==> src/rtl/hbi_pkg.sv <==
package hbi_pkg;

  localparam int HBI_DATA_W = 8;
  localparam int HBI_ADDR_W = 7;

  typedef enum logic [1:0] {
    ACC_CMD_WR  = 2'd0,
    ACC_DAT_WR  = 2'd1,
    ACC_STAT_RD = 2'd2,
    ACC_DAT_RD  = 2'd3
  } acc_e;

  // Register select picks the target, read/write picks the direction.
  function automatic acc_e classify(input logic rsel, input logic rnw);
    case ({rnw, rsel})
      2'b00:   return ACC_CMD_WR;
      2'b01:   return ACC_DAT_WR;
      2'b10:   return ACC_STAT_RD;
      default: return ACC_DAT_RD;
    endcase
  endfunction

endpackage

==> src/rtl/hbi_sync.sv <==
module hbi_sync #(
  parameter int STAGES = 2,
  parameter int W      = 10
) (
  input  logic         clk,
  input  logic         rst_n,
  input  logic         stb_in,
  input  logic [W-1:0] bun_in,
  output logic         stb_q,
  output logic         stb_rise,
  output logic         stb_fall,
  output logic [W-1:0] bun_q
);

  logic [STAGES-1:0] stb_pipe;
  logic [W-1:0]      bun_pipe [STAGES];
  logic              stb_prev;

  // Strobe and the control/data bundle travel through equal-length
  // pipelines so they stay aligned at the edge detector.
  for (genvar g = 0; g < STAGES; g++) begin : g_stage
    if (g == 0) begin : g_first
      always_ff @(posedge clk or negedge rst_n) begin
        if (!rst_n) begin
          stb_pipe[g] <= 1'b0;
          bun_pipe[g] <= '0;
        end else begin
          stb_pipe[g] <= stb_in;
          bun_pipe[g] <= bun_in;
        end
      end
    end else begin : g_rest
      always_ff @(posedge clk or negedge rst_n) begin
        if (!rst_n) begin
          stb_pipe[g] <= 1'b0;
          bun_pipe[g] <= '0;
        end else begin
          stb_pipe[g] <= stb_pipe[g-1];
          bun_pipe[g] <= bun_pipe[g-1];
        end
      end
    end
  end

  assign stb_q = stb_pipe[STAGES-1];
  assign bun_q = bun_pipe[STAGES-1];

  always_ff @(posedge clk or negedge rst_n) begin
    if (!rst_n) stb_prev <= 1'b0;
    else        stb_prev <= stb_q;
  end

  assign stb_rise = stb_q & ~stb_prev;
  assign stb_fall = ~stb_q & stb_prev;

endmodule

==> src/rtl/hbi_nibble.sv <==
module hbi_nibble #(
  parameter int DATA_W = 8
) (
  input  logic              clk,
  input  logic              rst_n,
  input  logic              mode_4b,
  input  logic              stb_fall,
  input  logic [DATA_W-1:0] bus_byte,
  output logic              done,
  output logic              toggle,
  output logic [DATA_W-1:0] byte_out
);

  localparam int NIB = DATA_W / 2;

  logic [NIB-1:0] hi_q;
  logic           mode_q;
  logic           mode_chg;

  function automatic logic [DATA_W-1:0] join_nibbles(input logic [NIB-1:0] hi,
                                                     input logic [NIB-1:0] lo);
    return {hi, lo};
  endfunction

  assign mode_chg = (mode_q != mode_4b);
  assign done     = stb_fall && !mode_chg && (!mode_4b || toggle);
  assign byte_out = mode_4b ? join_nibbles(hi_q, bus_byte[DATA_W-1:NIB]) : bus_byte;

  always_ff @(posedge clk or negedge rst_n) begin
    if (!rst_n) begin
      mode_q <= 1'b0;
      toggle <= 1'b0;
      hi_q   <= '0;
    end else begin
      mode_q <= mode_4b;
      if (mode_chg) begin
        toggle <= 1'b0;
      end else if (stb_fall && mode_4b) begin
        toggle <= ~toggle;
        if (!toggle) hi_q <= bus_byte[DATA_W-1:NIB];
      end
    end
  end

  AST_MODE_RESTART: assert property (@(posedge clk) disable iff (!rst_n)
    (mode_4b != $past(mode_4b)) |=> !toggle);

  AST_BYTE_NO_TOGGLE: assert property (@(posedge clk) disable iff (!rst_n)
    (!mode_4b && !$past(mode_4b) && !$past(toggle)) |-> !toggle);

endmodule

==> src/rtl/hbi_rdpath.sv <==
module hbi_rdpath #(
  parameter int DATA_W = 8,
  parameter int ADDR_W = 7
) (
  input  logic              clk,
  input  logic              rst_n,
  input  logic              stb_q,
  input  logic              stb_rise,
  input  logic              rnw_q,
  input  logic              rsel_q,
  input  logic              mode_4b,
  input  logic              toggle,
  input  logic              busy,
  input  logic [ADDR_W-1:0] addr,
  input  logic [DATA_W-1:0] dr_val,
  output logic [DATA_W-1:0] bus_out,
  output logic              bus_oe
);

  localparam int NIB = DATA_W / 2;

  logic [DATA_W-1:0] rd_hold;
  logic [DATA_W-1:0] live;
  logic [DATA_W-1:0] cur;
  logic              snap;

  function automatic logic [DATA_W-1:0] pack_status(input logic b,
                                                    input logic [ADDR_W-1:0] a);
    logic [DATA_W-1:0] r;
    r = '0;
    r[DATA_W-1] = b;
    r[ADDR_W-1:0] = a;
    return r;
  endfunction

  function automatic logic [DATA_W-1:0] nibble_lane(input logic [DATA_W-1:0] v,
                                                    input logic second);
    return second ? {v[NIB-1:0], {NIB{1'b0}}} : {v[DATA_W-1:NIB], {NIB{1'b0}}};
  endfunction

  // The read byte is captured at the first rising strobe so that both
  // halves of a nibble read come from one snapshot.
  assign live = rsel_q ? dr_val : pack_status(busy, addr);
  assign snap = stb_rise && !toggle;
  assign cur  = snap ? live : rd_hold;

  always_ff @(posedge clk or negedge rst_n) begin
    if (!rst_n)    rd_hold <= '0;
    else if (snap) rd_hold <= live;
  end

  assign bus_oe  = stb_q && rnw_q;
  assign bus_out = !bus_oe ? '0 : (mode_4b ? nibble_lane(cur, toggle) : cur);

  AST_LOW_LANES_QUIET: assert property (@(posedge clk) disable iff (!rst_n)
    (bus_oe && mode_4b) |-> (bus_out[NIB-1:0] == '0));

  AST_IDLE_BUS_ZERO: assert property (@(posedge clk) disable iff (!rst_n)
    !bus_oe |-> (bus_out == '0));

endmodule

==> src/rtl/hbi_top.sv <==
module hbi_top
  import hbi_pkg::*;
#(
  parameter int DATA_W      = HBI_DATA_W,
  parameter int ADDR_W      = HBI_ADDR_W,
  parameter int SYNC_STAGES = 2
) (
  input  logic              clk,
  input  logic              rst_n,
  input  logic              hb_rsel,
  input  logic              hb_rnw,
  input  logic              hb_stb,
  input  logic [DATA_W-1:0] hb_din,
  output logic [DATA_W-1:0] hb_dout,
  output logic              hb_doe,
  input  logic              nib_mode,
  input  logic              core_busy,
  input  logic [ADDR_W-1:0] core_addr,
  input  logic              fill_we,
  input  logic [DATA_W-1:0] fill_data,
  output logic [DATA_W-1:0] ir_q,
  output logic              ir_wr,
  output logic [DATA_W-1:0] dr_q,
  output logic              dr_wr,
  output logic              dr_rd
);

  localparam int BUN_W = DATA_W + 2;

  logic              stb_q, stb_rise, stb_fall;
  logic [BUN_W-1:0]  bun_q;
  logic              rsel_q, rnw_q;
  logic [DATA_W-1:0] din_q;
  logic              xfer_done, toggle;
  logic [DATA_W-1:0] xfer_byte;
  acc_e              kind;
  logic              host_dr_wr;

  hbi_sync #(.STAGES(SYNC_STAGES), .W(BUN_W)) u_sync (
    .clk      (clk),
    .rst_n    (rst_n),
    .stb_in   (hb_stb),
    .bun_in   ({hb_rsel, hb_rnw, hb_din}),
    .stb_q    (stb_q),
    .stb_rise (stb_rise),
    .stb_fall (stb_fall),
    .bun_q    (bun_q)
  );

  assign rsel_q = bun_q[BUN_W-1];
  assign rnw_q  = bun_q[BUN_W-2];
  assign din_q  = bun_q[DATA_W-1:0];

  hbi_nibble #(.DATA_W(DATA_W)) u_nib (
    .clk      (clk),
    .rst_n    (rst_n),
    .mode_4b  (nib_mode),
    .stb_fall (stb_fall),
    .bus_byte (din_q),
    .done     (xfer_done),
    .toggle   (toggle),
    .byte_out (xfer_byte)
  );

  hbi_rdpath #(.DATA_W(DATA_W), .ADDR_W(ADDR_W)) u_rd (
    .clk      (clk),
    .rst_n    (rst_n),
    .stb_q    (stb_q),
    .stb_rise (stb_rise),
    .rnw_q    (rnw_q),
    .rsel_q   (rsel_q),
    .mode_4b  (nib_mode),
    .toggle   (toggle),
    .busy     (core_busy),
    .addr     (core_addr),
    .dr_val   (dr_q),
    .bus_out  (hb_dout),
    .bus_oe   (hb_doe)
  );

  assign kind       = classify(rsel_q, rnw_q);
  assign host_dr_wr = xfer_done && (kind == ACC_DAT_WR);

  always_ff @(posedge clk or negedge rst_n) begin
    if (!rst_n) begin
      ir_q  <= '0;
      dr_q  <= '0;
      ir_wr <= 1'b0;
      dr_wr <= 1'b0;
      dr_rd <= 1'b0;
    end else begin
      ir_wr <= 1'b0;
      dr_wr <= 1'b0;
      dr_rd <= 1'b0;
      if (xfer_done && kind == ACC_CMD_WR && !core_busy) begin
        ir_q  <= xfer_byte;
        ir_wr <= 1'b1;
      end
      if (host_dr_wr) begin
        dr_q  <= xfer_byte;
        dr_wr <= 1'b1;
      end else if (fill_we) begin
        dr_q <= fill_data;
      end
      if (xfer_done && kind == ACC_DAT_RD) dr_rd <= 1'b1;
    end
  end

  AST_CMD_ONLY_IDLE: assert property (@(posedge clk) disable iff (!rst_n)
    ir_wr |-> !$past(core_busy));

  AST_CMD_HOLDS: assert property (@(posedge clk) disable iff (!rst_n)
    !$stable(ir_q) |-> ir_wr);

  AST_ONE_EVENT: assert property (@(posedge clk) disable iff (!rst_n)
    $onehot0({ir_wr, dr_wr, dr_rd}));

  AST_NO_DRIVE_ON_WRITE: assert property (@(posedge clk) disable iff (!rst_n)
    (ir_wr || dr_wr) |-> !hb_doe);

  AST_FILL_LOADS: assert property (@(posedge clk) disable iff (!rst_n)
    ($past(fill_we) && !dr_wr) |-> (dr_q == $past(fill_data)));

endmodule

==> config.mk <==
export PLATFORM = sky130hd
export DESIGN_NAME = hbi_top
export DESIGN_NICKNAME = d
export VERILOG_FILES = /design/src/rtl/hbi_pkg.sv /design/src/rtl/hbi_sync.sv /design/src/rtl/hbi_nibble.sv /design/src/rtl/hbi_rdpath.sv /design/src/rtl/hbi_top.sv
export SDC_FILE = /design/constraint.sdc
export NUM_CORES = 1
export LEC_CHECK = 0
export ABC_CLOCK_PERIOD_IN_PS = 1800
export BUFFER_PORTS_ARGS = -buffer_cell sky130_fd_sc_hd__clkbuf_2
export CAP_MARGIN = 5
export CORE_MARGIN = 3
export CORE_UTILIZATION = 51
export CTS_BUF_LIST = sky130_fd_sc_hd__clkbuf_4 sky130_fd_sc_hd__clkbuf_8
export DETAILED_ROUTE_END_ITERATION = 10
export GPL_ROUTABILITY_DRIVEN = 0
export MAX_ROUTING_LAYER = met4
export PLACE_DENSITY_LB_ADDON = 0.1
export RECOVER_POWER = 100
export SYNTH_ARGS = -nofsm -noshare
export SYNTH_HDL_FRONTEND = slang
export SYNTH_SLANG_ARGS = --single-unit
==> constraint.sdc <==
create_clock -name clk -period 1.8 [get_ports clk]
set_input_delay 0 -clock clk [delete_from_list [all_inputs] [get_ports clk]]
set_output_delay 0 -clock clk [all_outputs]
set_load 0.005 [all_outputs]
==> results.cfg <==
[drt]
firstDrtPassIters = 4
via_count = 1613
route.detailed.drc = 0
antenna_left = 0
avgRoutedWirePerCell_um = 17.2
vias_per_cell = 5.41
routed_wl_um = 5140
first_iter_violations = 122

[final_layout]
syn_to_final_growth_pct = 29.5
mostFrequentLayoutCell = dfrtp_1
final_cell_mix = 55 x dfrtp_1, 43 x clkbuf_2, 28 x mux2_2
finalInstanceArea_sq_um = 3000
nNetsFinal = 278
final_cells = 298
num_antenna_cells = 0
final_util = 0.718
final_layout_size_suffix_gt1_frac = 0.444

[placed_design]
place_hpwl_um = 3500
dp_cells = 274
numPortBuffers = 58
placed_cell_area_sq_um = 2700

[logic_synthesis]
synth_top_family_by_area = multiplexers
seq_area_frac_synth = 0.605
synth-seq-cells = 56
synth_nets = 196
synth_mux_area_frac = 0.223
syn_area_sq_um = 2310
syn_area_per_cell_sq_um = 14.0
yosysWarnings = 0
synth_cell_type_count = 29
synth-adder-area-share = 0
netlist_instances = 165
synth_xor_area_frac = 0
yosys.area_share.simple = 0.0665
synth_compound_area_frac = 0.0762

[timing]
finalCriticalPeriod_ns = 1.76
drv_slew = 0
setup_violations = 0
hold_slack_ns = 0.0163
slew_headroom = 0.136
finalCritPeriodShare = 0.980
worst_slew_pin_slew_ns = 1.30
finalHoldViolations = 0
fin_skew_ns = 0.00571
clock.fmax_mhz = 567

[cts]
numClockSinks = 56
clk_pin_slew_ns = 0.09
cts-buffers-inserted = 5
clk-insertion-delay-late_ns = 0.31
cts_root_buffer = clkbuf_8
ctsLongestPathBuffers = 2
cts_tree = built
h-tree-depth = 2

[worst_setup_path]
worstPathRequired_ns = 1.80
crit_fanout = 10
crit_path_end_kind = output pin
critical_path_class = flip-flop to output pin
cp_slowest_stage_delay_ns = 0.43
crit_family = buffers and inverters
arrival_ns = 1.76
cp-start-kind = flip-flop
path_buf_inv = 3
cp_cell_sequence = nor3b_2 -> buf_6 -> buf_4 -> a2111oi_2 -> buf_2
critPathSlowestCell = dfrtp_1

[global_route]
grtUsageTotal = 0.210
grt_max_degree = 34
grt_antenna_before_repair = 0
grt_pass1_vias = 1703
grt_pass1_wl_um = 8180
overflow = 0

[die]
rows = 23
die_width_um = 73.4
ioPinCount = 59
core_area_sq_um = 4170
dieArea_sq_um = 5380
die_h_um = 73.4
initial_utilization = 0.555

[power_and_ir_drop]
seqPwrFrac = 0.525
clkPwrFrac = 0.316
p_sw_frac = 0.241
pwr-share-comb = 0.159
p_per_area_nw_per_um2 = 927
p_int_mw = 2.11
ir_drop_v = 0.000720
p_sw_mw = 0.669
finalPower_mw = 2.78
leakage_nw = 1.42

[run]
maxCapViolations = 0

[worst_hold_path]
hold_class = input pin to flip-flop

[outcome]
status = complete, no violations
-- worst register-to-register path, stage by stage, from the launching register on --
cell and delay (ns):
dfrtp_1 0.42, or3_1 0.40, a211oi_4 0.24, buf_4 0.23, mux2_2 0.35
-- per-stage QoR --
stage | setup WS (ns) | setup TNS [ns]
after floorplan | 0.189 | 0
after global placement | 0.0826 | 0
after detailed placement | -0.000907 | -0.00193
after CTS | 0.00109 | 0
after global routing | -0.00333 | -0.00333
final | 0.0360 | 0
-- what timing repair did --
item,4_1_cts,5_1_grt
hold buffers,12,0
pin swaps,1,4
cloned,0,0
hold endpoints to repair,34,0
resized for setup,12,2
endpoints found under the setup margin,16,5
buffers inserted,2,2
-- path summary, 6_finish.rpt --
path                                      from            endpoint  slack, ns  cells past startpoint
max                               u_sync.stb_q          hb_dout[0]       0.04                      5
min                               core_addr[4]     u_rd.rd_hold[4]       0.02                      3
max reg2reg                    u_sync.bun_q[8]             ir_q[2]       0.05                      4
min reg2reg                u_sync.bun_pipe[12]     u_sync.bun_q[2]       0.35                      0
max in group asynchronous                rst_n        u_nib.toggle       0.51                      3
min in group asynchronous                rst_n  u_sync.stb_pipe[0]       0.50                      2
-- metal layers --
metal  vias up  GRT usage  wire, um  part of all wire
li1        746          -         -                 -
met1       780      0.242      1930              0.37
met2        68      0.364      2790              0.54
met3        19     0.0424       284             0.055
met4         0     0.0744       135             0.026
met5         -          -         0                 0
-- synth_stat cells (all sizes together) --
master | count | area, sq um
a2111o | 1 | 11.3
a2111oi | 4 | 35.0
a211oi | 2 | 27.5
a21o | 1 | 7.51
a21oi | 8 | 40.0
buf | 7 | 48.8
clkbuf | 2 | 7.51
dfrtp | 56 | 1400
inv | 3 | 11.3
mux2 | 36 | 435
mux2i | 8 | 80.1
nand2 | 8 | 30.0
nand2b | 1 | 6.26
nand3 | 9 | 57.6
nor2 | 4 | 15.0
nor2b | 1 | 6.26
nor3 | 1 | 5.00
nor3b | 1 | 12.5
o21a | 4 | 30.0
o21ai | 5 | 25.0
or2 | 1 | 6.26
or3 | 1 | 6.26
or3b | 1 | 8.76
-- cells by family after synthesis --
logic type	after synthesis
buffers and inverters	12
AND/OR/NAND/NOR	28
AO/OA/AOI/OAI	25
flip-flops	56
multiplexers	44
-- final cells by class --
cell class | count | area (sq um)
sequential | 56 | 1400
fill | 319 | 1180
multi-input combinational | 97 | 887
timing repair buffer | 84 | 507
clock buffer | 7 | 96.3
tap | 50 | 62.6
clock inverter | 1 | 30.0
inverter | 3 | 11.3
-- state kept, by name, indices dropped and copies added, names as in the netlist, 4 cells and up --
| signal | count |
|---|---|
| u_sync.bun_pipe | 10 |
| u_sync.bun_q | 10 |
| dr_q | 8 |
| ir_q | 8 |
| u_rd.rd_hold | 8 |
| u_nib.hi_q | 4 |
-- power by group through the flow --
stage	Combinational [mW]	Clock, mW	Sequential (mW)
finish	0.443	0.878	1.46
global route	0.487	0.955	1.47
CTS	0.440	0.901	1.46
detailed placement	0.398	0	1.48
global placement	0.383	0	1.47
floorplan	0.228	0	1.47
No activity file was read; power rests on OpenSTA's default activity.
